===== config.mk =====
export PLATFORM = sky130hd
export DESIGN_NAME = ecc_burst_symbol_assembler
export DESIGN_NICKNAME = d
export VERILOG_FILES = /design/src/rtl/ecc_asm_pkg.sv /design/src/rtl/ecc_beat_scatter.sv /design/src/rtl/ecc_beat_gather.sv /design/src/rtl/ecc_rd_assembler.sv /design/src/rtl/ecc_wr_serializer.sv /design/src/rtl/ecc_burst_symbol_assembler.sv
export SDC_FILE = /design/constraint.sdc
export NUM_CORES = 2
export LEC_CHECK = 0
export ABC_AREA = 0
export BUFFER_PORTS_ARGS = -buffer_cell sky130_fd_sc_hd__buf_2
export CAP_MARGIN = 20
export CORE_AREA = 2 2 398 400
export CTS_CLUSTER_DIAMETER = 40
export CTS_CLUSTER_SIZE = 25
export DETAILED_ROUTE_END_ITERATION = 8
export DIE_AREA = 0 0 400 402
export SYNTH_ARGS = -nofsm -noshare
export SYNTH_HDL_FRONTEND = slang
export SYNTH_SLANG_ARGS = --single-unit

===== constraint.sdc =====
create_clock -name clk -period 3.7 [get_ports clk]
set_input_delay 0.74 -clock clk [delete_from_list [all_inputs] [get_ports clk]]
set_output_delay 0.74 -clock clk [all_outputs]
set_load 0.005 [all_outputs]

===== src/rtl/ecc_asm_pkg.sv =====
package ecc_asm_pkg;

   typedef enum logic {
      WR_IDLE = 1'b0,
      WR_SEND = 1'b1
   } wr_state_e;

   // Index of the code-word nibble that holds lane `lane` of beat `slot`.
   function automatic int cw_nib_idx(input int lane, input int slot, input int beats_per_half);
      return lane * beats_per_half + slot;
   endfunction

endpackage


===== src/rtl/ecc_beat_scatter.sv =====
module ecc_beat_scatter #(
   parameter int NIB_W          = 4,
   parameter int LANES          = 18,
   parameter int BEATS_PER_HALF = 4
) (
   input  logic [NIB_W*LANES*BEATS_PER_HALF-1:0] acc_in,
   input  logic [NIB_W*LANES-1:0]                beat,
   input  logic [$clog2(BEATS_PER_HALF)-1:0]     slot,
   output logic [NIB_W*LANES*BEATS_PER_HALF-1:0] acc_out
);
   localparam int SLOT_W = $clog2(BEATS_PER_HALF);

   for (genvar d = 0; d < LANES; d++) begin : g_lane
      for (genvar s = 0; s < BEATS_PER_HALF; s++) begin : g_slot
         localparam int K = ecc_asm_pkg::cw_nib_idx(d, s, BEATS_PER_HALF);
         assign acc_out[K*NIB_W +: NIB_W] = (slot == SLOT_W'(s)) ?
                                            beat[d*NIB_W +: NIB_W] :
                                            acc_in[K*NIB_W +: NIB_W];
      end
   end

endmodule


===== src/rtl/ecc_beat_gather.sv =====
module ecc_beat_gather #(
   parameter int NIB_W          = 4,
   parameter int LANES          = 18,
   parameter int BEATS_PER_HALF = 4
) (
   input  logic [NIB_W*LANES*BEATS_PER_HALF-1:0] cw,
   input  logic [$clog2(BEATS_PER_HALF)-1:0]     slot,
   output logic [NIB_W*LANES-1:0]                beat
);
   localparam int SLOT_W = $clog2(BEATS_PER_HALF);

   for (genvar d = 0; d < LANES; d++) begin : g_lane
      logic [BEATS_PER_HALF-1:0][NIB_W-1:0] dev_nibs;
      for (genvar s = 0; s < BEATS_PER_HALF; s++) begin : g_slot
         localparam int K = ecc_asm_pkg::cw_nib_idx(d, s, BEATS_PER_HALF);
         assign dev_nibs[s] = cw[K*NIB_W +: NIB_W];
      end
      assign beat[d*NIB_W +: NIB_W] = dev_nibs[slot];
   end

endmodule


===== src/rtl/ecc_rd_assembler.sv =====
module ecc_rd_assembler #(
   parameter int NIB_W          = 4,
   parameter int LANES          = 18,
   parameter int BEATS_PER_HALF = 4,
   parameter int HALVES         = 2
) (
   input  logic                                   clk,
   input  logic                                   rst_n,
   input  logic                                   beat_vld,
   input  logic [NIB_W*LANES-1:0]                 beat,
   input  logic                                   abort,
   output logic                                   cw_vld,
   output logic [$clog2(HALVES)-1:0]              cw_half,
   output logic [NIB_W*LANES*BEATS_PER_HALF-1:0]  cw_data
);
   localparam int BEAT_W = NIB_W * LANES;
   localparam int CW_W   = BEAT_W * BEATS_PER_HALF;
   localparam int SLOT_W = $clog2(BEATS_PER_HALF);
   localparam int HALF_W = $clog2(HALVES);
   localparam int CNT_W  = SLOT_W + HALF_W;

   logic [CNT_W-1:0]  cnt;
   logic [SLOT_W-1:0] slot;
   logic [HALF_W-1:0] half;
   logic              slot_last;
   logic [CW_W-1:0]   acc;
   logic [CW_W-1:0]   merged;

   assign slot      = cnt[SLOT_W-1:0];
   assign half      = cnt[CNT_W-1:SLOT_W];
   assign slot_last = (slot == SLOT_W'(BEATS_PER_HALF - 1));

   ecc_beat_scatter #(
      .NIB_W          (NIB_W),
      .LANES          (LANES),
      .BEATS_PER_HALF (BEATS_PER_HALF)
   ) u_scatter (
      .acc_in  (acc),
      .beat    (beat),
      .slot    (slot),
      .acc_out (merged)
   );

   always_ff @(posedge clk or negedge rst_n) begin
      if (!rst_n) begin
         cnt     <= '0;
         acc     <= '0;
         cw_vld  <= 1'b0;
         cw_half <= '0;
         cw_data <= '0;
      end else begin
         cw_vld <= 1'b0;
         if (abort) begin
            cnt <= '0;
         end else if (beat_vld) begin
            acc <= merged;
            cnt <= cnt + 1'b1;
            if (slot_last) begin
               cw_data <= merged;
               cw_half <= half;
               cw_vld  <= 1'b1;
            end
         end
      end
   end

   AST_VLD_SINGLE: assert property (@(posedge clk) disable iff (!rst_n)
      cw_vld |=> !cw_vld);
   AST_IDLE_HOLDS: assert property (@(posedge clk) disable iff (!rst_n)
      (!beat_vld && !abort) |=> ($stable(cnt) && !cw_vld));
   AST_ABORT_CLEARS: assert property (@(posedge clk) disable iff (!rst_n)
      abort |=> (cnt == '0 && !cw_vld));

endmodule


===== src/rtl/ecc_wr_serializer.sv =====
module ecc_wr_serializer #(
   parameter int NIB_W          = 4,
   parameter int LANES          = 18,
   parameter int BEATS_PER_HALF = 4,
   parameter int HALVES         = 2
) (
   input  logic                                        clk,
   input  logic                                        rst_n,
   input  logic                                        start,
   input  logic [HALVES*NIB_W*LANES*BEATS_PER_HALF-1:0] cw_all,
   output logic                                        ready,
   output logic                                        beat_vld,
   output logic [NIB_W*LANES-1:0]                      beat
);
   import ecc_asm_pkg::*;

   localparam int BEAT_W = NIB_W * LANES;
   localparam int CW_W   = BEAT_W * BEATS_PER_HALF;
   localparam int SLOT_W = $clog2(BEATS_PER_HALF);
   localparam int HALF_W = $clog2(HALVES);
   localparam int CNT_W  = SLOT_W + HALF_W;
   localparam int TOTAL  = BEATS_PER_HALF * HALVES;

   wr_state_e                state;
   logic [CNT_W-1:0]         idx;
   logic [HALVES*CW_W-1:0]   store;
   logic                     last;
   logic                     accept;
   logic [CW_W-1:0]          sel_cw;

   assign last     = (state == WR_SEND) && (idx == CNT_W'(TOTAL - 1));
   assign ready    = (state == WR_IDLE) || last;
   assign accept   = start && ready;
   assign beat_vld = (state == WR_SEND);
   assign sel_cw   = store[idx[CNT_W-1:SLOT_W]*CW_W +: CW_W];

   ecc_beat_gather #(
      .NIB_W          (NIB_W),
      .LANES          (LANES),
      .BEATS_PER_HALF (BEATS_PER_HALF)
   ) u_gather (
      .cw   (sel_cw),
      .slot (idx[SLOT_W-1:0]),
      .beat (beat)
   );

   always_ff @(posedge clk or negedge rst_n) begin
      if (!rst_n) begin
         state <= WR_IDLE;
         idx   <= '0;
         store <= '0;
      end else if (accept) begin
         state <= WR_SEND;
         idx   <= '0;
         store <= cw_all;
      end else if (state == WR_SEND) begin
         idx <= idx + 1'b1;
         if (last) begin
            state <= WR_IDLE;
         end
      end
   end

   AST_WR_CONTIG: assert property (@(posedge clk) disable iff (!rst_n)
      (beat_vld && !last) |=> (beat_vld && idx == $past(idx) + 1'b1));
   AST_WR_IGNORE: assert property (@(posedge clk) disable iff (!rst_n)
      (start && !ready) |=> $stable(store));
   AST_WR_RELOAD: assert property (@(posedge clk) disable iff (!rst_n)
      (start && ready) |=> (beat_vld && idx == '0));

endmodule


===== src/rtl/ecc_burst_symbol_assembler.sv =====
module ecc_burst_symbol_assembler #(
   parameter int NIB_W          = 4,
   parameter int LANES          = 18,
   parameter int DATA_LANES     = 16,
   parameter int BEATS_PER_HALF = 4,
   parameter int HALVES         = 2,
   localparam int BEAT_W        = NIB_W * LANES,
   localparam int CW_W          = BEAT_W * BEATS_PER_HALF,
   localparam int HALF_W        = $clog2(HALVES)
) (
   input  logic              clk,
   input  logic              rst_n,
   input  logic              rd_beat_vld,
   input  logic [BEAT_W-1:0] rd_beat,
   input  logic              rd_abort,
   output logic              cw_vld,
   output logic [HALF_W-1:0] cw_half,
   output logic [CW_W-1:0]   cw_data,
   input  logic              wr_start,
   input  logic [CW_W-1:0]   wr_cw_lo,
   input  logic [CW_W-1:0]   wr_cw_hi,
   output logic              wr_ready,
   output logic              wr_beat_vld,
   output logic [BEAT_W-1:0] wr_beat
);
   // Elaboration-time parameter checks
   if (BEATS_PER_HALF < 2 || (BEATS_PER_HALF & (BEATS_PER_HALF - 1)) != 0) begin : g_bad_bph
      $error("BEATS_PER_HALF must be a power of two, at least 2");
   end
   if (HALVES < 2 || (HALVES & (HALVES - 1)) != 0) begin : g_bad_halves
      $error("HALVES must be a power of two, at least 2");
   end
   if (DATA_LANES < 1 || DATA_LANES >= LANES) begin : g_bad_lanes
      $error("DATA_LANES must leave at least one check lane");
   end
   if (NIB_W < 1) begin : g_bad_nib
      $error("NIB_W must be positive");
   end

   logic [HALVES*CW_W-1:0] wr_cw_all;

   if (HALVES == 2) begin : g_two_halves
      assign wr_cw_all = {wr_cw_hi, wr_cw_lo};
   end else begin : g_more_halves
      assign wr_cw_all = {{((HALVES - 2) * CW_W){1'b0}}, wr_cw_hi, wr_cw_lo};
   end

   ecc_rd_assembler #(
      .NIB_W          (NIB_W),
      .LANES          (LANES),
      .BEATS_PER_HALF (BEATS_PER_HALF),
      .HALVES         (HALVES)
   ) u_rd (
      .clk      (clk),
      .rst_n    (rst_n),
      .beat_vld (rd_beat_vld),
      .beat     (rd_beat),
      .abort    (rd_abort),
      .cw_vld   (cw_vld),
      .cw_half  (cw_half),
      .cw_data  (cw_data)
   );

   ecc_wr_serializer #(
      .NIB_W          (NIB_W),
      .LANES          (LANES),
      .BEATS_PER_HALF (BEATS_PER_HALF),
      .HALVES         (HALVES)
   ) u_wr (
      .clk      (clk),
      .rst_n    (rst_n),
      .start    (wr_start),
      .cw_all   (wr_cw_all),
      .ready    (wr_ready),
      .beat_vld (wr_beat_vld),
      .beat     (wr_beat)
   );

   AST_RESET_QUIET: assert property (@(posedge clk)
      !rst_n |=> (!cw_vld && !wr_beat_vld));

endmodule


==> flow_metrics.tcl <==
set metrics [dict create \
    fin_nets 4941 \
    worstSetupStartpoint "u_wr.idx[1]$_DFFE_PN0P_" \
    routedWlPerCell_um 23.7 \
    final_common_cell "dfrtp_1" \
    portBuffers 1016 \
    cts.path.max_buffers 3 \
    grt_use_met1_pct 23.6 \
    min_path_type "primary input to async pin" \
    regToRegStartpoint "u_wr.idx[1]$_DFFE_PN0P_" \
    io_pins 1017 \
    fillers 14700 \
    drt-total-wl_mm 155 \
    max-vdd-ir-drop_v 0.000507 \
    numCtsBuffers 178 \
    syn_area_sq_mm 0.0492 \
    use_met3_pct 7.69 \
    min_period_ps 3580 \
    grt_use_total_pct 18.8 \
    outcome "finished, final reports clean" \
    avgSynthCellArea_sq_um 15.3 \
    cp.depth 4 \
    ys_seq_area_share_pct 55.4 \
    drv_slew 0 \
    setup_viol 0 \
    clock.fmax_ghz 0.280 \
    dp_hpwl_mm 109 \
    vias 31100 \
    crit_path_max_fanout 61 \
    cts.sinks 1089 \
    required_ps 2960 \
    rows 146 \
    gr-max-usage-layer "met2" \
    synth_top_cell_by_area "dfrtp_1" \
    power_density_mw_per_mm2 897 \
    cp_cell_sequence "buf_12, mux4_2, mux2_2, buf_2" \
    stdcell_count 6548 \
    critPathTopFamily "multiplexers" \
    ant_nets 0 \
    placedCellCount 6171 \
    clk_pin_slew_ps 50 \
    synth-seq-cells 1089 \
    slowest_delay_ps 650 \
    core_area_sq_mm 0.157 \
    r2r_slack_ps 1000 \
    drc 0 \
    cts_tree "done" \
    cts_max_level 4 \
    grt_overflow 0 \
    worst_setup_path_start_kind "flip-flop" \
    synth_cells 3212 \
    critPathBufInv 2 \
    p_leak_nw 30.1 \
    synth.distinct_cells 25 \
    initial_core_util_pct 31.3 \
    utilization_pct 40.0 \
    arrival_ps 2840 \
    grt_max_degree 163 \
    grtUsageMet2_pct 28.9 \
    cap_violations 0 \
    end_kind "output port" \
    drive_above_1_share_pct 55.1 \
    place_congestion 0.908 \
    die_y_um 402 \
    ys_warn_count 0 \
    rsz0062_at_grt "yes" \
    chipWidth_um 400 \
    synth.area.top_cells "dfrtp_1 (55%), mux2_4 (16%), mux2_2 (7.7%)" \
    r2r_cells 7 \
    drtIter0Drc 1973 \
    netlist.area_leader.share_pct 55.4 \
    tightest_slew_ps 1100 \
    clk_latency_ps 780 \
    synthToLayoutAreaGrowth_pct 27.7 \
    antenna_found_initial 90 \
    firstDrtPassIters 5 \
    crit_type "flip-flop to output port" \
    r2r_end "u_wr.store[0]$_DFFE_PN0P_" \
    grt_first_pass_wirelength_mm 223 \
    root_buffer "clkbuf_16" \
    die_area_sq_mm 0.161 \
    viasPerCell 4.75 \
    grt_pass1_vias 32600 \
    finalCritPeriodShare_pct 96.7 \
    synth_fp_nets 3871 \
    finalHoldViolations 0 \
    relSlewSlack_pct 26.8 \
    setup.worst_path.end "wr_beat[3]" \
    fin_skew_ps 36.7 \
    crit_slowest_cell "dfrtp_4" \
    mostFrequentLayoutCells "dfrtp_1 (1,086), buf_2 (1,015), mux2_4 (529), nand2_1 (436), mux2_2 (335)" \
]
## power breakdown
group	total (mW)	internal, mW	switching [mW]	leakage (nW)
combinational	18.9	11.7	7.17	13.5
clock	17.6	11.2	6.40	3.12
sequential	19.9	16.6	3.32	13.5
## flip-flops by register name, indices dropped and copies added, names as in the netlist
name           flops
u_rd.acc         216
u_rd.cnt           3
u_rd.cw_data     288
u_rd.cw_half       1
u_rd.cw_vld        1
u_wr.beat_vld      1
u_wr.idx           3
u_wr.store       576
## per-stage QoR
step	instance area (sq um)	hold WS [ps]	worst slack, ps	power (mW)	setup TNS (ps)
2_1_floorplan	49200	444	1400	32.9	0
3_3_place_gp	56200	454	803	38.4	0
3_5_place_dp	56200	456	790	38.7	0
4_1_cts	62700	14.0	-16.6	56.8	-16.6
5_1_grt	62800	29.6	1.44	59.1	0
6_report	62900	54.0	124	56.4	0
## Yosys cell counts
cell type / number
dfrtp_1: 1089
mux2_4: 529
nand2_1: 439
mux2_2: 335
mux2i_1: 219
o21ai_0: 216
mux4_2: 144
clkbuf_1: 68
buf_2: 65
buf_12: 55
buf_6: 11
buf_1: 10
buf_4: 6
ha_1: 6
inv_1: 5
nor2_1: 4
o22ai_1: 2
xnor2_1: 2
and2_4: 1
buf_8: 1
nand2b_1: 1
nand2b_2: 1
nand3b_1: 1
nor2b_1: 1
xor2_1: 1
## how the worst min path moves through the flow
stage	startpoint	endpoint	slack, ps	cells after the start
finish	rst_n	u_wr.store[190]$_DFFE_PN0P_	50	1
detailed placement	u_rd.cw_data[173]$_DFFE_PN0P_	u_rd.cw_data[173]$_DFFE_PN0P_	460	2
floorplan	rst_n	u_rd.acc[0]$_DFFE_PN0P_	440	0
global placement	u_rd.cw_data[174]$_DFFE_PN0P_	u_rd.cw_data[174]$_DFFE_PN0P_	450	2
global route	rst_n	u_wr.store[190]$_DFFE_PN0P_	30	1
CTS	rst_n	u_wr.store[190]$_DFFE_PN0P_	10	1
## kinds of logic after synthesis
family	synth area share (%)
xor gates and xnor gates	0.0534
AOI/OAI and AO/OA	2.22
muxes	34.8
and+or+nand+nor	3.45
DFF	55.4
buffers and inverters	3.90
adders and majority gates	0.153
## what timing repair did
| action | in CTS | in global routing |
|---|---|---|
| cloned | 0 | 1 |
| hold buffers | 0 | 0 |
| endpoints found under the setup margin | 22 | 3 |
| gates resized for setup | 2 | 3 |
| buffers inserted | 2 | 0 |
## layer usage
layer / vias to the layer above / part of all wire (%)
met2: 1186 / 46
met1: 15900 / 41
li1: 13700 / -
met5: - / 0.17
met3: 320 / 10
met4: 38 / 3.4
## layout make-up
| class | count | area [sq um] | share of cell area [%] |
|---|---|---|---|
| flip-flops and latches | 1089 | 27300 | 43.4 |
| multi-input cells | 1902 | 20100 | 32.0 |
| repair buffers | 1106 | 6330 | 10.1 |
| clock buffers | 228 | 5020 | 7.98 |
| well taps | 2072 | 2590 | 4.12 |
| clock inverters | 107 | 1430 | 2.27 |
| diodes | 39 | 97.6 | 0.155 |
| inverters | 5 | 18.8 | 0.0299 |
No activity file was read; power rests on OpenSTA's default activity.
